<file path="src/rtl/qbp_pkg.sv">
package qbp_pkg;

  typedef enum logic [1:0] {
    KIND_ADDR_DATA = 2'd0,
    KIND_PLAIN     = 2'd1,
    KIND_ADDR_HI   = 2'd2,
    KIND_ALT       = 2'd3
  } port_kind_e;

  localparam int NUM_PORTS = 4;

  // Slice variant chosen by port position.
  function automatic port_kind_e kind_of_port(input int idx);
    return port_kind_e'(idx[1:0]);
  endfunction

  // Wired pin resolution: active high drive wins, then any sink, then idle level.
  function automatic logic resolve_pin(input logic drv_hi, input logic drv_lo,
                                       input logic ext_low, input logic idle_lvl);
    if (drv_hi) return 1'b1;
    if (drv_lo || ext_low) return 1'b0;
    return idle_lvl;
  endfunction

  // Alternate output reaches the pin only through a latch holding 1.
  function automatic logic alt_gate(input logic latch_bit, input logic alt_bit);
    return latch_bit & alt_bit;
  endfunction

endpackage

</file>
<file path="src/rtl/qbp_pin_slice.sv">
module qbp_pin_slice
  import qbp_pkg::*;
#(
  parameter port_kind_e KIND = KIND_PLAIN
) (
  input  logic clk,
  input  logic rst_n,
  input  logic wr,
  input  logic wdata,
  input  logic bus_mode,
  input  logic bus_oe,
  input  logic bus_bit,
  input  logic alt_o,
  input  logic ext_low,
  input  logic float_lvl,
  output logic latch_q,
  output logic pin,
  output logic alt_i,
  output logic drv_lo,
  output logic drv_hi
);

  localparam bit IS_AD  = (KIND == KIND_ADDR_DATA);
  localparam bit IS_HI  = (KIND == KIND_ADDR_HI);
  localparam bit IS_ALT = (KIND == KIND_ALT);

  logic src;
  logic idle_lvl;

  always_ff @(posedge clk or negedge rst_n) begin
    if (!rst_n)  latch_q <= 1'b1;
    else if (wr) latch_q <= wdata;
  end

  always_comb begin
    src = latch_q;
    if (IS_ALT)             src = alt_gate(latch_q, alt_o);
    if (IS_HI && bus_mode)  src = bus_bit;
    drv_hi = 1'b0;
    drv_lo = ~src;
    if (IS_AD && bus_mode) begin
      drv_hi = bus_oe & bus_bit;
      drv_lo = bus_oe & ~bus_bit;
    end
    idle_lvl = IS_AD ? float_lvl : 1'b1;
    pin      = resolve_pin(drv_hi, drv_lo, ext_low, idle_lvl);
    alt_i    = IS_ALT ? (alt_gate(latch_q, alt_o) & pin) : 1'b0;
  end

endmodule

</file>
<file path="src/rtl/qbp_port.sv">
module qbp_port
  import qbp_pkg::*;
#(
  parameter int         WIDTH = 8,
  parameter port_kind_e KIND  = KIND_PLAIN
) (
  input  logic             clk,
  input  logic             rst_n,
  input  logic             wr,
  input  logic [WIDTH-1:0] wdata,
  input  logic             bus_mode,
  input  logic             bus_oe,
  input  logic [WIDTH-1:0] bus_val,
  input  logic [WIDTH-1:0] alt_o,
  input  logic [WIDTH-1:0] ext_low,
  input  logic [WIDTH-1:0] float_lvl,
  output logic [WIDTH-1:0] latch_q,
  output logic [WIDTH-1:0] pin,
  output logic [WIDTH-1:0] alt_i,
  output logic [WIDTH-1:0] drv_lo,
  output logic [WIDTH-1:0] drv_hi
);

  for (genvar b = 0; b < WIDTH; b++) begin : g_bit
    qbp_pin_slice #(.KIND(KIND)) u_slice (
      .clk      (clk),
      .rst_n    (rst_n),
      .wr       (wr),
      .wdata    (wdata[b]),
      .bus_mode (bus_mode),
      .bus_oe   (bus_oe),
      .bus_bit  (bus_val[b]),
      .alt_o    (alt_o[b]),
      .ext_low  (ext_low[b]),
      .float_lvl(float_lvl[b]),
      .latch_q  (latch_q[b]),
      .pin      (pin[b]),
      .alt_i    (alt_i[b]),
      .drv_lo   (drv_lo[b]),
      .drv_hi   (drv_hi[b])
    );
  end

endmodule

</file>
<file path="src/rtl/qbp_read_mux.sv">
module qbp_read_mux #(
  parameter int WIDTH = 8,
  parameter int NPORT = 4,
  localparam int SELW = $clog2(NPORT)
) (
  input  logic [NPORT-1:0][WIDTH-1:0] latch_pk,
  input  logic [NPORT-1:0][WIDTH-1:0] pin_pk,
  input  logic [SELW-1:0]             sel,
  input  logic                        use_latch,
  output logic [WIDTH-1:0]            data
);

  always_comb begin
    data = use_latch ? latch_pk[sel] : pin_pk[sel];
  end

endmodule

</file>
<file path="src/rtl/qbp_port_group.sv">
module qbp_port_group
  import qbp_pkg::*;
#(
  parameter int W = 8,
  localparam int SELW = $clog2(NUM_PORTS)
) (
  input  logic            clk,
  input  logic            rst_n,
  input  logic            wr_en,
  input  logic [SELW-1:0] wr_port,
  input  logic [W-1:0]    wr_data,
  input  logic [SELW-1:0] rd_port,
  input  logic            rd_latch,
  output logic [W-1:0]    rd_data,
  input  logic            bus_mode,
  input  logic            bus_lo_oe,
  input  logic [W-1:0]    bus_lo,
  input  logic [W-1:0]    bus_hi,
  input  logic [W-1:0]    alt_out,
  output logic [W-1:0]    alt_in,
  input  logic [W-1:0]    ext_low0,
  input  logic [W-1:0]    ext_low1,
  input  logic [W-1:0]    ext_low2,
  input  logic [W-1:0]    ext_low3,
  input  logic [W-1:0]    float_lvl0,
  output logic [W-1:0]    pin0,
  output logic [W-1:0]    pin1,
  output logic [W-1:0]    pin2,
  output logic [W-1:0]    pin3
);

  // Named internal wires, also observed by the bound checker.
  logic [NUM_PORTS-1:0][W-1:0] latch_pk;
  logic [NUM_PORTS-1:0][W-1:0] pin_pk;
  logic [NUM_PORTS-1:0][W-1:0] alt_pk;
  logic [NUM_PORTS-1:0][W-1:0] drv_lo_pk;
  logic [NUM_PORTS-1:0][W-1:0] drv_hi_pk;
  logic [NUM_PORTS-1:0][W-1:0] ext_pk;
  logic [NUM_PORTS-1:0]        wr_hit;

  assign ext_pk = {ext_low3, ext_low2, ext_low1, ext_low0};

  for (genvar p = 0; p < NUM_PORTS; p++) begin : g_port
    localparam port_kind_e PK = kind_of_port(p);
    assign wr_hit[p] = wr_en && (wr_port == SELW'(p));
    qbp_port #(.WIDTH(W), .KIND(PK)) u_port (
      .clk      (clk),
      .rst_n    (rst_n),
      .wr       (wr_hit[p]),
      .wdata    (wr_data),
      .bus_mode (bus_mode),
      .bus_oe   (bus_lo_oe),
      .bus_val  ((PK == KIND_ADDR_HI) ? bus_hi : bus_lo),
      .alt_o    (alt_out),
      .ext_low  (ext_pk[p]),
      .float_lvl(float_lvl0),
      .latch_q  (latch_pk[p]),
      .pin      (pin_pk[p]),
      .alt_i    (alt_pk[p]),
      .drv_lo   (drv_lo_pk[p]),
      .drv_hi   (drv_hi_pk[p])
    );
  end

  // Only the alternate-function variant produces nonzero alternate inputs.
  always_comb begin
    alt_in = '0;
    for (int p = 0; p < NUM_PORTS; p++) alt_in = alt_in | alt_pk[p];
  end

  qbp_read_mux #(.WIDTH(W), .NPORT(NUM_PORTS)) u_rd (
    .latch_pk (latch_pk),
    .pin_pk   (pin_pk),
    .sel      (rd_port),
    .use_latch(rd_latch),
    .data     (rd_data)
  );

  assign pin0 = pin_pk[0];
  assign pin1 = pin_pk[1];
  assign pin2 = pin_pk[2];
  assign pin3 = pin_pk[3];

endmodule

</file>
<file path="config.mk">
export PLATFORM = sky130hd
export DESIGN_NAME = qbp_port_group
export DESIGN_NICKNAME = d
export VERILOG_FILES = /design/src/rtl/qbp_pkg.sv /design/src/rtl/qbp_pin_slice.sv /design/src/rtl/qbp_port.sv /design/src/rtl/qbp_read_mux.sv /design/src/rtl/qbp_port_group.sv
export SDC_FILE = /design/constraint.sdc
export NUM_CORES = 1
export LEC_CHECK = 0
export ABC_AREA = 1
export BUFFER_PORTS_ARGS = -buffer_cell sky130_fd_sc_hd__clkbuf_2
export CORE_ASPECT_RATIO = 0.5
export CORE_MARGIN = 4
export CORE_UTILIZATION = 55
export CTS_CLUSTER_DIAMETER = 40
export CTS_CLUSTER_SIZE = 20
export DETAILED_ROUTE_END_ITERATION = 10
export PLACE_DENSITY = 0.88
export SLEW_MARGIN = 5
export SYNTH_ARGS = -nofsm -noshare
export SYNTH_HDL_FRONTEND = slang
export SYNTH_HIERARCHICAL = 1
export SYNTH_SLANG_ARGS = --single-unit
</file>
<file path="constraint.sdc">
create_clock -name clk -period 2.26 [get_ports clk]
set_input_delay 0.113 -clock clk [delete_from_list [all_inputs] [get_ports clk]]
set_output_delay 0.113 -clock clk [all_outputs]
set_load 0.005 [all_outputs]
</file>
* After elaboration in Yosys (flattened, before gate mapping)
Cells that the tools add are included.
** Word-level totals
- Word-level logic and storage cells :: 302
- Bits in registers :: 32
- Input port bits :: 82
- Output and inout bits :: 48
** Operators by class
- Magnitude comparators :: 1
- Reductions and logical operators :: 37
- Mux-type cells :: 157
- Bitwise logic cells :: 72
- Eq/ne operators :: 3
** Operators with widths (count)
- $mux 1 :: 152
- $not 1->1 :: 40
- $and 1x1->1 :: 32
- $bmux 8 s2 :: 2
- $logic_or 1x1->1 :: 32
- $mux 8 :: 3
- $eq 2x2->1 const B :: 2
- $logic_and 1x1->1 :: 4
- $lt 2x3->1 const B :: 1
- $eq 2x1->1 const B :: 1
- $logic_not 2->1 :: 1

* Logic depth before layout (Yosys ltp)
Gate-level depths: netlist (run 1).
- Depth in word-level cells :: 11
- Gate-level depth with buffers :: 10
- Gate-level depth less buffers :: 10

* Modules after synthesis
The synthesis (run 1) kept the hierarchy.
** By module, submodules not included
- qbp_read_mux :: area each 933.4 um^2, times used 1, cells an instance 214, seq. area each 0.0 um^2
- qbp_pin_slice (g_port[0].u_port.g_bit[0].u_slice ...) :: area each 97.6 um^2, times used 8, cells an instance 17, seq. area each 26.3 um^2
- qbp_pin_slice (g_port[2].u_port.g_bit[0].u_slice ...) :: area each 85.1 um^2, times used 8, cells an instance 13, seq. area each 26.3 um^2
- qbp_pin_slice (g_port[3].u_port.g_bit[0].u_slice ...) :: area each 72.6 um^2, times used 8, cells an instance 10, seq. area each 26.3 um^2
- qbp_pin_slice (g_port[1].u_port.g_bit[0].u_slice ...) :: area each 70.1 um^2, times used 8, cells an instance 10, seq. area each 26.3 um^2
- qbp_port_group :: area each 120.1 um^2, times used 1, cells an instance 32, seq. area each 0.0 um^2

* Least setup slack after synthesis (run 1)
No wires, ideal clock.
- Kind :: flip-flop to output port
- From :: reg g_port[2].u_port.g_bit[0].u_slice.latch_q
- To :: out rd_data[0]
- Stages on the path, launching flop included :: 11
- Slack :: 1.077 ns
- Required time :: 2.147 ns
- Path buffers :: 0
- Data arrival time :: 1.070 ns
- Cells stage by stage :: dfstp_2 > inv_1 > nand2_1 > nand2_2 > nor2_2 > inv_1 > nand2_2 > nand3_1 > nand2_1 > nand2_1 > nand2_1
** RTL lines
- from (decl) :: RTL line qbp_pin_slice.sv:16 : output logic latch_q,
- from (signal assigned) :: RTL line qbp_pin_slice.sv:32 : else if (wr) latch_q <= wdata;
- to (decl) :: RTL line qbp_port_group.sv:14 : output logic [W-1:0] rd_data,

==> impl_metrics.toml, run 1 <==
[status]
status = "finished, final reports clean"

[timing]
timing.slew.headroom_pct = 48.74
rsz0062_at_grt = "false"
final-setup-viol-count = 0
min_period_ps = 1705
finalHoldViolCount = 0
slew_viol_final = 0
fmax_mhz = 586.5
setup_tns_ps = 0
timing.final.ws_setup_ps = 555.0
hold_ws_ps = 83.01
skew_ps = 0
worstMarginPinSlew_ps = 768.9
fin_crit_sh_pct = 75.44

[final_layout]
top_regs = "g_port.u_port/g_bit.u_slice/latch_q: 32 flops"
largest-register = "g_port.u_port/g_bit.u_slice/latch_q"
synthToLayoutAreaGrowth_pct = 17.04
final_cells = 770
largest_register_ffs = 32
layout.cells.most_common = "nand2_1"
diodes = 0
layout-drive-gt1-share_pct = 34.43
layout_common_cells = "nand2_1, inv_1, clkbuf_2"
nets = 778

[floorplan]
ios = 130
dieArea_um2 = 7552
start_util_pct = 59.34
core_um2 = 5705
fp-row-count = 19
die_y_um = 63.48
die_w_um = 119.0

[placement]
place_congestion = 0.8926
io_buffers = 129
placed_cells = 762
hpwl_um = 6826
pre_cts_slack_ps = 597.2

[clock_tree]
post_cts_buffers = 0
cts_tree = "yes"
cts_root_buffer = "clkbuf_16"
cts_htree_levels = 2
cts_sinks = 32
clk_pin_slew_ps = 50
cts_resized = 0
clk_latency_ps = 270
cts_buffers = 5
cts_hold_buf = 0
ctsLongestPathBuffers = 2

[worst_setup_path]
cp-end-kind = "output pin"
crit_start = "g_port[2].u_port/g_bit[1].u_slice/latch_q"
worstReg2RegStart = "g_port[2].u_port/g_bit[6].u_slice/latch_q"
critPathSlowestCell = "dfstp_2"
critPathKind = "reg2out"
critPathMaxFanout = 2
worst_path_most_repeated_cell = "nand2_1"
cp_cell_sequence = "inv_1, nand2_1, nand2_2, nor2_2, inv_1, nand2_2, nand3_1, nand2_1, nand2_1, nand2_1, clkbuf_2"
crit_family = "simple AND/OR/NAND/NOR gates"
arrival_ps = 1590
crit_path_max_incr_delay_ps = 520
required_ps = 2150
critPathBufInv = 3
startpoint_type = "register"

[routing]
wl_per_cell_um = 11.28
firstDrtPassIters = 5
vias_per_cell = 4.501
wirelength_um = 8682
drt_iter0_markers = 228
drc = 0
via_count = 3466
ant_nets = 0

[global_routing]
grt_max_degree = 41
overflow = 0
antenna_found_initial = 0
grt_use_total_pct = 23.84
grt_pass1_wl_um = 14770
grt_pass1_vias = 3239

[power_and_ir_drop]
peakVddDrop_mv = 0.2811
pwr_density_cell_nw_per_um2 = 550.1
power.total_uw = 2180
leakagePower_uw = 0.002450

[hold_path]
min_from = "wr_data[3]"
hold_class = "in2reg"

[logic_synthesis]
avgSynthCellArea_um2 = 5.662
synth_area_um2 = 3386
syn_inst = 598
syn-num-nets = 680
yosysWarnings = 6

[job]
drv_cap = 0
cell type report:
class	count	area, um^2
inverters	149	561.8
well taps	73	91.34
fillers	506	1743
multi-input cells	374	1639
repair buffers	134	683.2
flip-flops and latches	32	840.8
clock buffers	8	146.4
worst reg2reg max path, delay by kind of cell (launching register included):
family                 cells  cell delay (ps)
AO/OA/AOI/OAI              1              190
buffers and inverters      1               50
flip-flops                 1              540
stage by stage:
| step | cell area, um^2 | utilization [%] |
|---|---|---|
| CTS | 3963 | 69.45 |
| finish | 3963 | 69.45 |
| detailed placement | 3816 | 66.89 |
| global route | 3963 | 69.45 |
| global placement | 3816 | 66.89 |
| floorplan | 3386 | - |
final timing paths:
check,end,slack [ps],cells after the start
worst max-delay path,rd_data[1],560,11
worst min-delay path,g_port[1].u_port/g_bit[3].u_slice/latch_q,80,3
worst max register to register,g_port[2].u_port/g_bit[6].u_slice/latch_q,1400,2
worst min register to register,g_port[1].u_port/g_bit[5].u_slice/latch_q,470,2
max in group asynchronous,g_port[2].u_port/g_bit[1].u_slice/latch_q,1920,1
min in group asynchronous,g_port[1].u_port/g_bit[7].u_slice/latch_q,300,1
routing by layer:
| layer | vias to the layer above | share of wire [%] | track usage, % |
|---|---|---|---|
| met3 | 12 | 9.1 | 5.362 |
| met1 | 1481 | 46 | 32.92 |
| li1 | 1837 | - | - |
| met5 | - | 0 | 0 |
| met4 | 0 | 1.2 | 5.628 |
| met2 | 136 | 44 | 38.02 |
report_power, final:
group / internal [uW] / leakage (uW) / switching, uW
Combinational: 275 / 0.00204 / 425
Sequential: 739 / 0.000335 / 71.9
Clock: 439 / 0.0000712 / 230
Note: power is estimated with default switching activity, not from simulation.
==> run 2, diff against run 1 <==
--- a/config.mk
+++ b/config.mk
@@ -9,11 +9,11 @@
 export BUFFER_PORTS_ARGS = -buffer_cell sky130_fd_sc_hd__clkbuf_2
 export CORE_ASPECT_RATIO = 0.5
 export CORE_MARGIN = 4
-export CORE_UTILIZATION = 55
+export CORE_UTILIZATION = 51
 export CTS_CLUSTER_DIAMETER = 40
 export CTS_CLUSTER_SIZE = 20
 export DETAILED_ROUTE_END_ITERATION = 10
-export PLACE_DENSITY = 0.88
+export PLACE_DENSITY = 0.83
 export SLEW_MARGIN = 5
 export SYNTH_ARGS = -nofsm -noshare
 export SYNTH_HDL_FRONTEND = slang
==> constraint.sdc (replaced) <==
create_clock -name clk -period 1.7 [get_ports clk]
set_input_delay 0.085 -clock clk [delete_from_list [all_inputs] [get_ports clk]]
set_output_delay 0.085 -clock clk [all_outputs]
set_load 0.005 [all_outputs]
==> run 2 against run 1 <==
  * Flip-flop and latch count did not move
  * Core utilization fell by 2.6 points
  * Sequential share of layout area fell by 1.1 points
  * First-iteration DRC count rose by 14%
  * Non-clock buffer count rose by 8
  * Sequential power rose by 34%
  * Worst setup slack got worse by 510 ps
  * Wire length rose by 4.6%
==> impl_metrics.toml, run 2 (synthesis gave the netlist of run 1 again) <==
[clock_tree]
clk_latency_ps = 280
ctsLongestPathBuffers = 2
cts_htree_levels = 2
cts_sinks = 32
cts_root_buffer = "clkbuf_16"
cts_hold_buf = 0
clk_pin_slew_ps = 60
cts_buffers = 5
cts_tree = "yes"

[floorplan]
ios = 130
fp-row-count = 20
dieArea_um2 = 8085
start_util_pct = 54.12
die_y_um = 65.62
core_um2 = 6256
die_w_um = 123.2

[power_and_ir_drop]
p_clk_share_pct = 30.2
pwr_density_cell_nw_per_um2 = 715.6
comb_power_share_pct = 33.6
switchingPower_uw = 1031
internal_power_uw = 1964
seq_power_share_pct = 36.3
leakagePower_uw = 0.002513
peakVddDrop_mv = 0.4064
switching_share_pct = 34.42

[timing]
fmax_mhz = 605.8
rsz0062_at_grt = "true"
worstMarginPinSlew_ps = 796.6
timing.final.ws_setup_ps = 49.16
final-setup-viol-count = 0
finalHoldViolCount = 0
slew_viol_final = 0
fin_crit_sh_pct = 97.11
skew_ps = 0
min_period_ps = 1651
timing.slew.headroom_pct = 46.89

[routing]
wl_per_cell_um = 11.45
firstDrtPassIters = 6
vias_per_cell = 4.497
via_count = 3566
wirelength_um = 9079
drc = 0
ant_nets = 0
drt_iter0_markers = 259

[global_routing]
antenna_found_initial = 0
grt_max_degree = 41
grt_use_total_pct = 21.88
grt_pass1_vias = 3070
overflow = 0
grt_pass1_wl_um = 14170

[final_layout]
layout-drive-gt1-share_pct = 41.56
stdcell_area_um2 = 4184
layout.cells.most_common = "nand2_1"
top_regs = "g_port.u_port/g_bit.u_slice/latch_q: 32 flops"
diodes = 0
layout_common_cells = "nand2_1, clkbuf_2, inv_1"
regArea_um2 = 840.8
multiInputGateArea_um2 = 1767
nets = 786
synthToLayoutAreaGrowth_pct = 23.58
nFillCells = 571
largest-register = "g_port.u_port/g_bit.u_slice/latch_q"
largest_register_ffs = 32

[worst_setup_path]
arrival_ps = 1570
required_ps = 1620
critPathKind = "reg2out"
critPathMaxFanout = 2
cp-end-kind = "output pin"
startpoint_type = "register"

[placement]
pre_cts_slack_ps = 304.0
io_buffers = 129
place_area_um2 = 3855
place_congestion = 0.8865
hpwl_um = 6807

[status]
status = "finished, final reports clean"

[hold_path]
hold_class = "in2reg"

[job]
drv_cap = 0
==> run 2: path summary, 6_finish.rpt <==
path / to / slack, ps / from / depth (start not counted)
worst max-delay path: rd_data[2] / 50 / g_port[0].u_port/g_bit[2].u_slice/latch_q / 11
min in group asynchronous: g_port[1].u_port/g_bit[2].u_slice/latch_q / 280 / rst_n / 1
worst min register to register: g_port[1].u_port/g_bit[2].u_slice/latch_q / 470 / g_port[1].u_port/g_bit[2].u_slice/latch_q / 2
worst min-delay path: g_port[1].u_port/g_bit[5].u_slice/latch_q / 50 / wr_data[5] / 3
max in group asynchronous: g_port[3].u_port/g_bit[6].u_slice/latch_q / 1370 / rst_n / 1
worst max register to register: g_port[2].u_port/g_bit[3].u_slice/latch_q / 820 / g_port[2].u_port/g_bit[3].u_slice/latch_q / 2
==> run 2: metrics by stage <==
| stage | hold slack [ps] | total power, uW | TNS (ps) | instances | utilization (%) |
|---|---|---|---|---|---|
| finish | 54.78 | 2994 | 0 | 793 | 66.88 |
| global route | 70.65 | 3195 | -213.1 | 793 | 66.88 |
| CTS | 39.39 | 2924 | 0 | 786 | 64.00 |
| detailed placement | 332.9 | 2011 | 0 | 778 | 61.62 |
| global placement | 331.7 | 1985 | 0 | 778 | 61.62 |
| floorplan | -62.84 | 1701 | 0 | 598 | - |
==> run 2: power groups by stage <==
stage / combinational, uW / clock (uW) / sequential (uW)
5_1_grt: 1140 / 944 / 1110
3_5_place_dp: 924 / 0 / 1090
6_report: 1000 / 903 / 1090
3_3_place_gp: 905 / 0 / 1080
4_1_cts: 934 / 911 / 1080
2_1_floorplan: 642 / 0 / 1060
==> run 2: layout make-up <==
| cell class | count | share of cell area, % |
|---|---|---|
| clock buffers | 6 | 3.319 |
| clock inverters | 2 | 0.2392 |
| inverters | 149 | 13.43 |
| multi-input cells | 374 | 42.22 |
| flip-flops and latches | 32 | 20.10 |
| well taps | 88 | 2.632 |
| repair buffers | 142 | 18.06 |
==> run 2: timing repair <==
action                     in CTS  in global routing
setup endpoints to repair       0                  8
setup buffers                   0                  7
resized for setup               0                 50
==> run 2: worst max-delay path, stage by stage (launching register included) <==
cell      delay [ps]
dfstp_2          520
inv_1             50
nand2_2           50
nand3_1           80
nand2_2           80
inv_1             60
nand2_1           60
nand3_1           90
nand2_1           80
nand2_1           40
nand2_1           60
clkbuf_2         110
==> run 2: layer usage <==
layer | routed length, um | GRT usage, % | part of all wire, % | vias to the layer above
met1 | 4141 | 32.21 | 46 | 1520
met3 | 884 | 3.697 | 9.7 | 19
met5 | 0 | 0 | 0 | -
met4 | 157 | 6.621 | 1.7 | 0
li1 | - | - | - | 1850
met2 | 3894 | 32.52 | 43 | 177
